File: config.mk
export PLATFORM = sky130hd
export DESIGN_NAME = memtest_loop
export DESIGN_NICKNAME = d
export VERILOG_FILES = /design/src/rtl/memtest_pkg.sv /design/src/rtl/memtest_rst_sync.sv /design/src/rtl/memtest_wr_gen.sv /design/src/rtl/memtest_rd_seq.sv /design/src/rtl/memtest_dpram.sv /design/src/rtl/memtest_loop.sv
export SDC_FILE = /design/constraint.sdc
export NUM_CORES = 2
export LEC_CHECK = 0
export BUFFER_PORTS_ARGS = -buffer_cell sky130_fd_sc_hd__buf_2
export CAP_MARGIN = 5
export CORE_MARGIN = 2
export CORE_UTILIZATION = 40
export CTS_BUF_LIST = sky130_fd_sc_hd__clkbuf_4 sky130_fd_sc_hd__clkbuf_8
export DETAILED_ROUTE_END_ITERATION = 8
export PLACE_DENSITY = 0.65
export RECOVER_POWER = 50
export SLEW_MARGIN = 20
export SYNTH_ARGS = -nofsm -noshare
export SYNTH_HDL_FRONTEND = slang
export SYNTH_SLANG_ARGS = --single-unit
File: constraint.sdc
create_clock -name clk -period 10 [get_ports clk]
set_input_delay 1 -clock clk [delete_from_list [all_inputs] [get_ports clk]]
set_output_delay 1 -clock clk [all_outputs]
set_load 0.02 [all_outputs]
File: src/rtl/memtest_pkg.sv
package memtest_pkg;

  localparam int ADDR_W_DEF = 8;
  localparam int DATA_W_DEF = 9;
  localparam int OFF_W_DEF  = 8;
  localparam int RD_DIV_DEF = 3;
  localparam int SYNC_DEF   = 2;

  localparam int OFFSET_LOW  = 66;
  localparam int OFFSET_HIGH = 67;

  typedef struct packed {
    logic       we;
    logic [7:0] off;
  } pat_word_t;

  // Pattern by address quarter: 0 write/66, 1 hold/66, 2 write/67, 3 hold/0
  function automatic pat_word_t pattern_for_quarter(input logic [1:0] qtr);
    pat_word_t w;
    unique case (qtr)
      2'd0:    begin w.we = 1'b1; w.off = 8'(OFFSET_LOW);  end
      2'd1:    begin w.we = 1'b0; w.off = 8'(OFFSET_LOW);  end
      2'd2:    begin w.we = 1'b1; w.off = 8'(OFFSET_HIGH); end
      default: begin w.we = 1'b0; w.off = 8'd0;            end
    endcase
    return w;
  endfunction

endpackage

File: src/rtl/memtest_rst_sync.sv
module memtest_rst_sync #(
  parameter int STAGES = memtest_pkg::SYNC_DEF
) (
  input  logic clk,
  input  logic rst_n,
  output logic run
);

  logic [STAGES-1:0] sync_q;
  logic [STAGES-1:0] sync_nx;

  always_comb begin
    sync_nx = {sync_q[STAGES-2:0], 1'b1};
  end

  always_ff @(posedge clk or negedge rst_n) begin
    if (!rst_n) sync_q <= '0;
    else        sync_q <= sync_nx;
  end

  assign run = sync_q[STAGES-1];

endmodule

File: src/rtl/memtest_wr_gen.sv
module memtest_wr_gen #(
  parameter int ADDR_W = memtest_pkg::ADDR_W_DEF,
  parameter int DATA_W = memtest_pkg::DATA_W_DEF,
  parameter int OFF_W  = memtest_pkg::OFF_W_DEF
) (
  input  logic              clk,
  input  logic              run,
  output logic [ADDR_W-1:0] wr_addr,
  output logic              wr_en,
  output logic [DATA_W-1:0] wr_data
);
  import memtest_pkg::*;

  localparam int DEPTH = 1 << ADDR_W;

  logic [ADDR_W-1:0] addr_q;
  logic [ADDR_W-1:0] addr_nx;
  logic [DATA_W-1:0] table_q [DEPTH];
  logic [DATA_W-1:0] word;

  // Pattern table, one constant word per address
  for (genvar i = 0; i < DEPTH; i++) begin : g_table
    localparam logic [ADDR_W-1:0] IDX = ADDR_W'(i);
    pat_word_t pw;
    assign pw = pattern_for_quarter(IDX[ADDR_W-1 -: 2]);
    assign table_q[i] = {pw.we, DATA_W'(pw.off)} [DATA_W-1:0] | {pw.we, {(DATA_W-1){1'b0}}};
  end

  always_comb begin
    addr_nx = addr_q + 1'b1;
  end

  always_ff @(posedge clk or negedge run) begin
    if (!run) addr_q <= '0;
    else      addr_q <= addr_nx;
  end

  always_comb begin
    word    = table_q[addr_q];
    wr_en   = run & word[DATA_W-1];
    wr_data = DATA_W'(addr_q) + DATA_W'(word[OFF_W-1:0]);
  end

  assign wr_addr = addr_q;

endmodule

File: src/rtl/memtest_rd_seq.sv
module memtest_rd_seq #(
  parameter int ADDR_W = memtest_pkg::ADDR_W_DEF,
  parameter int DIV    = memtest_pkg::RD_DIV_DEF
) (
  input  logic              clk,
  input  logic              run,
  output logic              tick,
  output logic [ADDR_W-1:0] rd_addr,
  output logic [ADDR_W-1:0] lat_addr
);

  localparam int PH_W = (DIV > 1) ? $clog2(DIV) : 1;
  localparam logic [PH_W-1:0] PH_LAST = PH_W'(DIV - 1);

  logic [PH_W-1:0]   ph_q,  ph_nx;
  logic [ADDR_W-1:0] rd_q,  rd_nx;
  logic [ADDR_W-1:0] lat_q, lat_nx;

  always_comb begin
    tick   = run && (ph_q == PH_LAST);
    ph_nx  = tick ? '0 : ph_q + 1'b1;
    rd_nx  = tick ? rd_q + 1'b1 : rd_q;
    lat_nx = tick ? rd_q : lat_q;
  end

  always_ff @(posedge clk or negedge run) begin
    if (!run) begin
      ph_q  <= '0;
      rd_q  <= '0;
      lat_q <= '0;
    end else begin
      ph_q  <= ph_nx;
      rd_q  <= rd_nx;
      lat_q <= lat_nx;
    end
  end

  assign rd_addr  = rd_q;
  assign lat_addr = lat_q;

endmodule

File: src/rtl/memtest_dpram.sv
module memtest_dpram #(
  parameter int ADDR_W = memtest_pkg::ADDR_W_DEF,
  parameter int DATA_W = memtest_pkg::DATA_W_DEF
) (
  input  logic              wclk,
  input  logic              we,
  input  logic [ADDR_W-1:0] waddr,
  input  logic [DATA_W-1:0] wdata,
  input  logic [ADDR_W-1:0] raddr,
  output logic [DATA_W-1:0] rdata
);

  localparam int DEPTH = 1 << ADDR_W;

  logic [DATA_W-1:0] mem [DEPTH];

  always_ff @(posedge wclk) begin
    if (we) mem[waddr] <= wdata;
  end

  assign rdata = mem[raddr];

endmodule

File: src/rtl/memtest_loop.sv
module memtest_loop #(
  parameter int ADDR_W = memtest_pkg::ADDR_W_DEF,
  parameter int DATA_W = memtest_pkg::DATA_W_DEF,
  parameter int OFF_W  = memtest_pkg::OFF_W_DEF,
  parameter int RD_DIV = memtest_pkg::RD_DIV_DEF,
  parameter int SYNC_N = memtest_pkg::SYNC_DEF
) (
  input  logic              clk,
  input  logic              rst_n,
  output logic [ADDR_W-1:0] wr_addr,
  output logic              wr_en,
  output logic [DATA_W-1:0] wr_data,
  output logic [ADDR_W-1:0] rd_addr,
  output logic [DATA_W-1:0] led
);

  logic              run;
  logic              rd_tick;
  logic [ADDR_W-1:0] lat_addr;

  memtest_rst_sync #(.STAGES(SYNC_N)) u_sync (
    .clk   (clk),
    .rst_n (rst_n),
    .run   (run)
  );

  memtest_wr_gen #(.ADDR_W(ADDR_W), .DATA_W(DATA_W), .OFF_W(OFF_W)) u_wr (
    .clk     (clk),
    .run     (run),
    .wr_addr (wr_addr),
    .wr_en   (wr_en),
    .wr_data (wr_data)
  );

  memtest_rd_seq #(.ADDR_W(ADDR_W), .DIV(RD_DIV)) u_rd (
    .clk      (clk),
    .run      (run),
    .tick     (rd_tick),
    .rd_addr  (rd_addr),
    .lat_addr (lat_addr)
  );

  memtest_dpram #(.ADDR_W(ADDR_W), .DATA_W(DATA_W)) u_ram (
    .wclk  (clk),
    .we    (wr_en),
    .waddr (wr_addr),
    .wdata (wr_data),
    .raddr (lat_addr),
    .rdata (led)
  );

endmodule

==> reports/metrics.csv <==
metric,value,unit
vias in the first global route,45890,
drt pass-1 iters,5,
Post-Syn Area,0.08958,mm2
Worst path slowest cell,clkbuf_1,
Pint,16.88,mW
Routed Wire Length,194200,um
Avg Inst Size Synth,21.43,um2
Yosys top cell by area,edfxtp_1,
PnR worst setup slack,2.238,ns
H-tree levels,5,
Initial Util,40.26,%
top cell type's share of synthesized area,77.23,%
synth top area cells,"edfxtp_1, mux4_2, mux2i_1",
fmax,128.8,MHz
Clock Root Buffer,clkbuf_8,
Worst setup EP type,flop,
outcome,"finished, violations left",
Tmin final,7.762,ns
crit-path max FO,108,
post-DP HPWL,110800,um
sequential-to-total area share from yosys stat,78.02,%
Max Cap Viol,18,
setup TNS,0,ns
violated checks,"max-capacitance violations, max-slew violations",
layout cells sized above 1,20.28,%
Layout fillers,18960,
"most common cell after layout, fill and taps aside",edfxtp_1,
Chip Height,477.2,um
Placement Setup Slack,4.097,ns
DR DRC count,0,
number of synthesized flops with an enable pin,2304,
Max stage delay on crit path,3.61,ns
"Slew Viols, Final",1189,
std cell rows,173,
P per Cell Area,221.1,mW/mm2
DR vias,44630,
initial antenna violation count,10,
CTS buffer count,392,
Avg Vias per Cell,5.031,
final net count,5614,
Max Root-Sink Buffers,4,
io pins,37,
Psw,6.240,mW
CP Data Arrival Time,7.81,ns
CP cell instances,nor2b_1 -> ha_1 -> inv_1 -> fa_1 -> nor2b_1 -> xnor2_4 -> clkbuf_1 -> clkbuf_1,
Worst Hold Class,primary input to asynchronous set/reset pin,
Die Width,477.2,um
worst-margin pin slew,5.086,ns
Die Area,0.2278,mm2
warning count from the yosys run,0,
CTS sink cnt,2332,
Mapped Cells,4181,
leak pwr,35.09,nW
Iter 0 DRT Violations,4324,
most frequent cells in the layout,"edfxtp_1, conb_1, mux4_2",
CORE AREA,0.2225,mm2
setup bufs post-CTS,0,
DRT antenna net count,0,
Post-CTS Resized,0,
cts hold-fix bufs,1,
Setup crit start kind,flop,
final hold violation count,0,
peak supply drop,285.8,uV
"Top FF cell, synth",edfxtp_1,
clock latency at the later pin of the worst-skew pair,1.09,ns
GPL Wtd Cong,0.8399,
required time at the worst-slack endpoint,10.05,ns
Crit Path Category,flop to flop,
routed length per instance,21.89,um
global-route wire length before repair,287100,um
Final Skew,0.1068,ns
clock tree from TritonCTS,built,
largest net degree at the start of global routing,213,
RSZ-0062 raised after global routing,false,
worst hold slack,0.3142,ns
port bufs,36,
fin crit share,77.62,%
sw frac,26.99,%
clock slew at reported path FFs,0.06,ns
"Setup violations, final",0,
clock share of power,34.6,%
Max-Slew Margin vs Limit,-239.0,%
synth unique cells,62,
Post-synth ARST share,1.201,%
Layout Area Growth over Synthesis,16.74,%
combinational share of power,18.0,%
total grt overflow,0,
GR Util All Layers,16.85,%
sequential share of power,47.4,%
post-synthesis register bit count,2332,
## cell usage after synthesis (10+ instances only)
cell type,number
a31oi_1,13
buf_4,36
buf_1,10
a22o_1,10
nor2b_1,15
nand3_1,28
nor3_1,29
clkbuf_1,106
xnor2_1,14
o21ai_0,26
buf_6,33
nand2_1,86
nor4_1,26
a22oi_1,183
buf_2,54
mux4_2,487
o22ai_1,37
a211oi_1,13
mux2i_1,166
nand2b_1,16
edfxtp_1,2304
dfrtp_1,28
a21oi_1,126
o221ai_1,35
nor2_1,178
## routing by layer
| layer | routed length (um) | up-vias | GRT usage, % |
|---|---|---|---|
| met5 | 18 | - | 0 |
| met4 | 6384 | 2 | 6.366 |
| met3 | 14510 | 399 | 3.475 |
| met2 | 93260 | 1582 | 26.96 |
| met1 | 80060 | 23290 | 22.83 |
| li1 | - | 19360 | - |
## critical path: cells and delay by family (launching register included)
family	cells	cell delay (ns)
xor+xnor	1	0.16
flops	1	0.53
buf+inv	3	4.37
fa+ha+maj	2	0.78
simple gates	2	0.93
## state kept, by name (all words and copies together) (netlist names)
name	cells
u_rd.lat_addr	8
u_sync.sync_q	2
u_rd.ph_q	2
u_rd.rd_addr	8
u_wr.wr_addr	8
u_ram.mem	2304
## cell type report
cell class | count | area, um2 | share of cell area, %
flip-flops and latches | 2332 | 69900 | 66.84
inverters | 9 | 35.03 | 0.03350
repair buffers | 122 | 834.6 | 0.7980
multi-input cells | 2747 | 22750 | 21.75
clock buffers | 544 | 6593 | 6.304
clock inverters | 135 | 728.2 | 0.6963
diodes | 7 | 17.52 | 0.01675
well taps | 2975 | 3722 | 3.559
## metrics by stage
stage	util, %	total power [mW]	std cells	area (um2)
2_1_floorplan	-	14.26	5332	93930
3_3_place_gp	43.73	15.36	8180	97300
3_5_place_dp	43.75	15.39	8183	97350
4_1_cts	47.05	23.38	8863	104700
5_1_grt	46.99	24.04	8867	104600
6_report	47.00	23.12	8871	104600
## worst paths after layout
kind | from | cells after the start | to | slack [ns]
max | u_wr.wr_addr[7] | 8 | u_ram.mem[163][6] | 2.24
min | rst_n | 2 | u_sync.sync_q[0] | 0.31
max reg2reg | u_wr.wr_addr[7] | 8 | u_ram.mem[163][6] | 2.24
min reg2reg | u_sync.sync_q[0] | 0 | u_sync.sync_q[1] | 0.35
max in group asynchronous | u_sync.sync_q[1] | 1 | u_rd.lat_addr[1] | 6.99
min in group clk | u_sync.sync_q[0] | 0 | u_sync.sync_q[1] | 0.35
## power groups by stage
stage	logic (mW)	registers (mW)	clock network, mW
floorplan	3.21	11.0	0
global placement	4.21	11.1	0
detailed placement	4.22	11.2	0
CTS	4.23	11.0	8.18
global route	4.45	11.0	8.61
finish	4.17	11.0	7.99
## cells by family (layout without fill, tap and decap cells)
logic type | Yosys count | in the layout | synth area share (%)
and+or+nand+nor | 418 | 418 | 2.133
other | 2 | 1160 | 0.008383
AOI/OAI and AO/OA | 490 | 490 | 3.740
muxes | 660 | 660 | 14.19
adders and majority gates | 8 | 8 | 0.1201
DFF | 2332 | 2332 | 78.02
xor gates and xnor gates | 18 | 18 | 0.1760
buffers and inverters | 253 | 810 | 1.620
No activity file was read; power rests on OpenSTA's default activity.
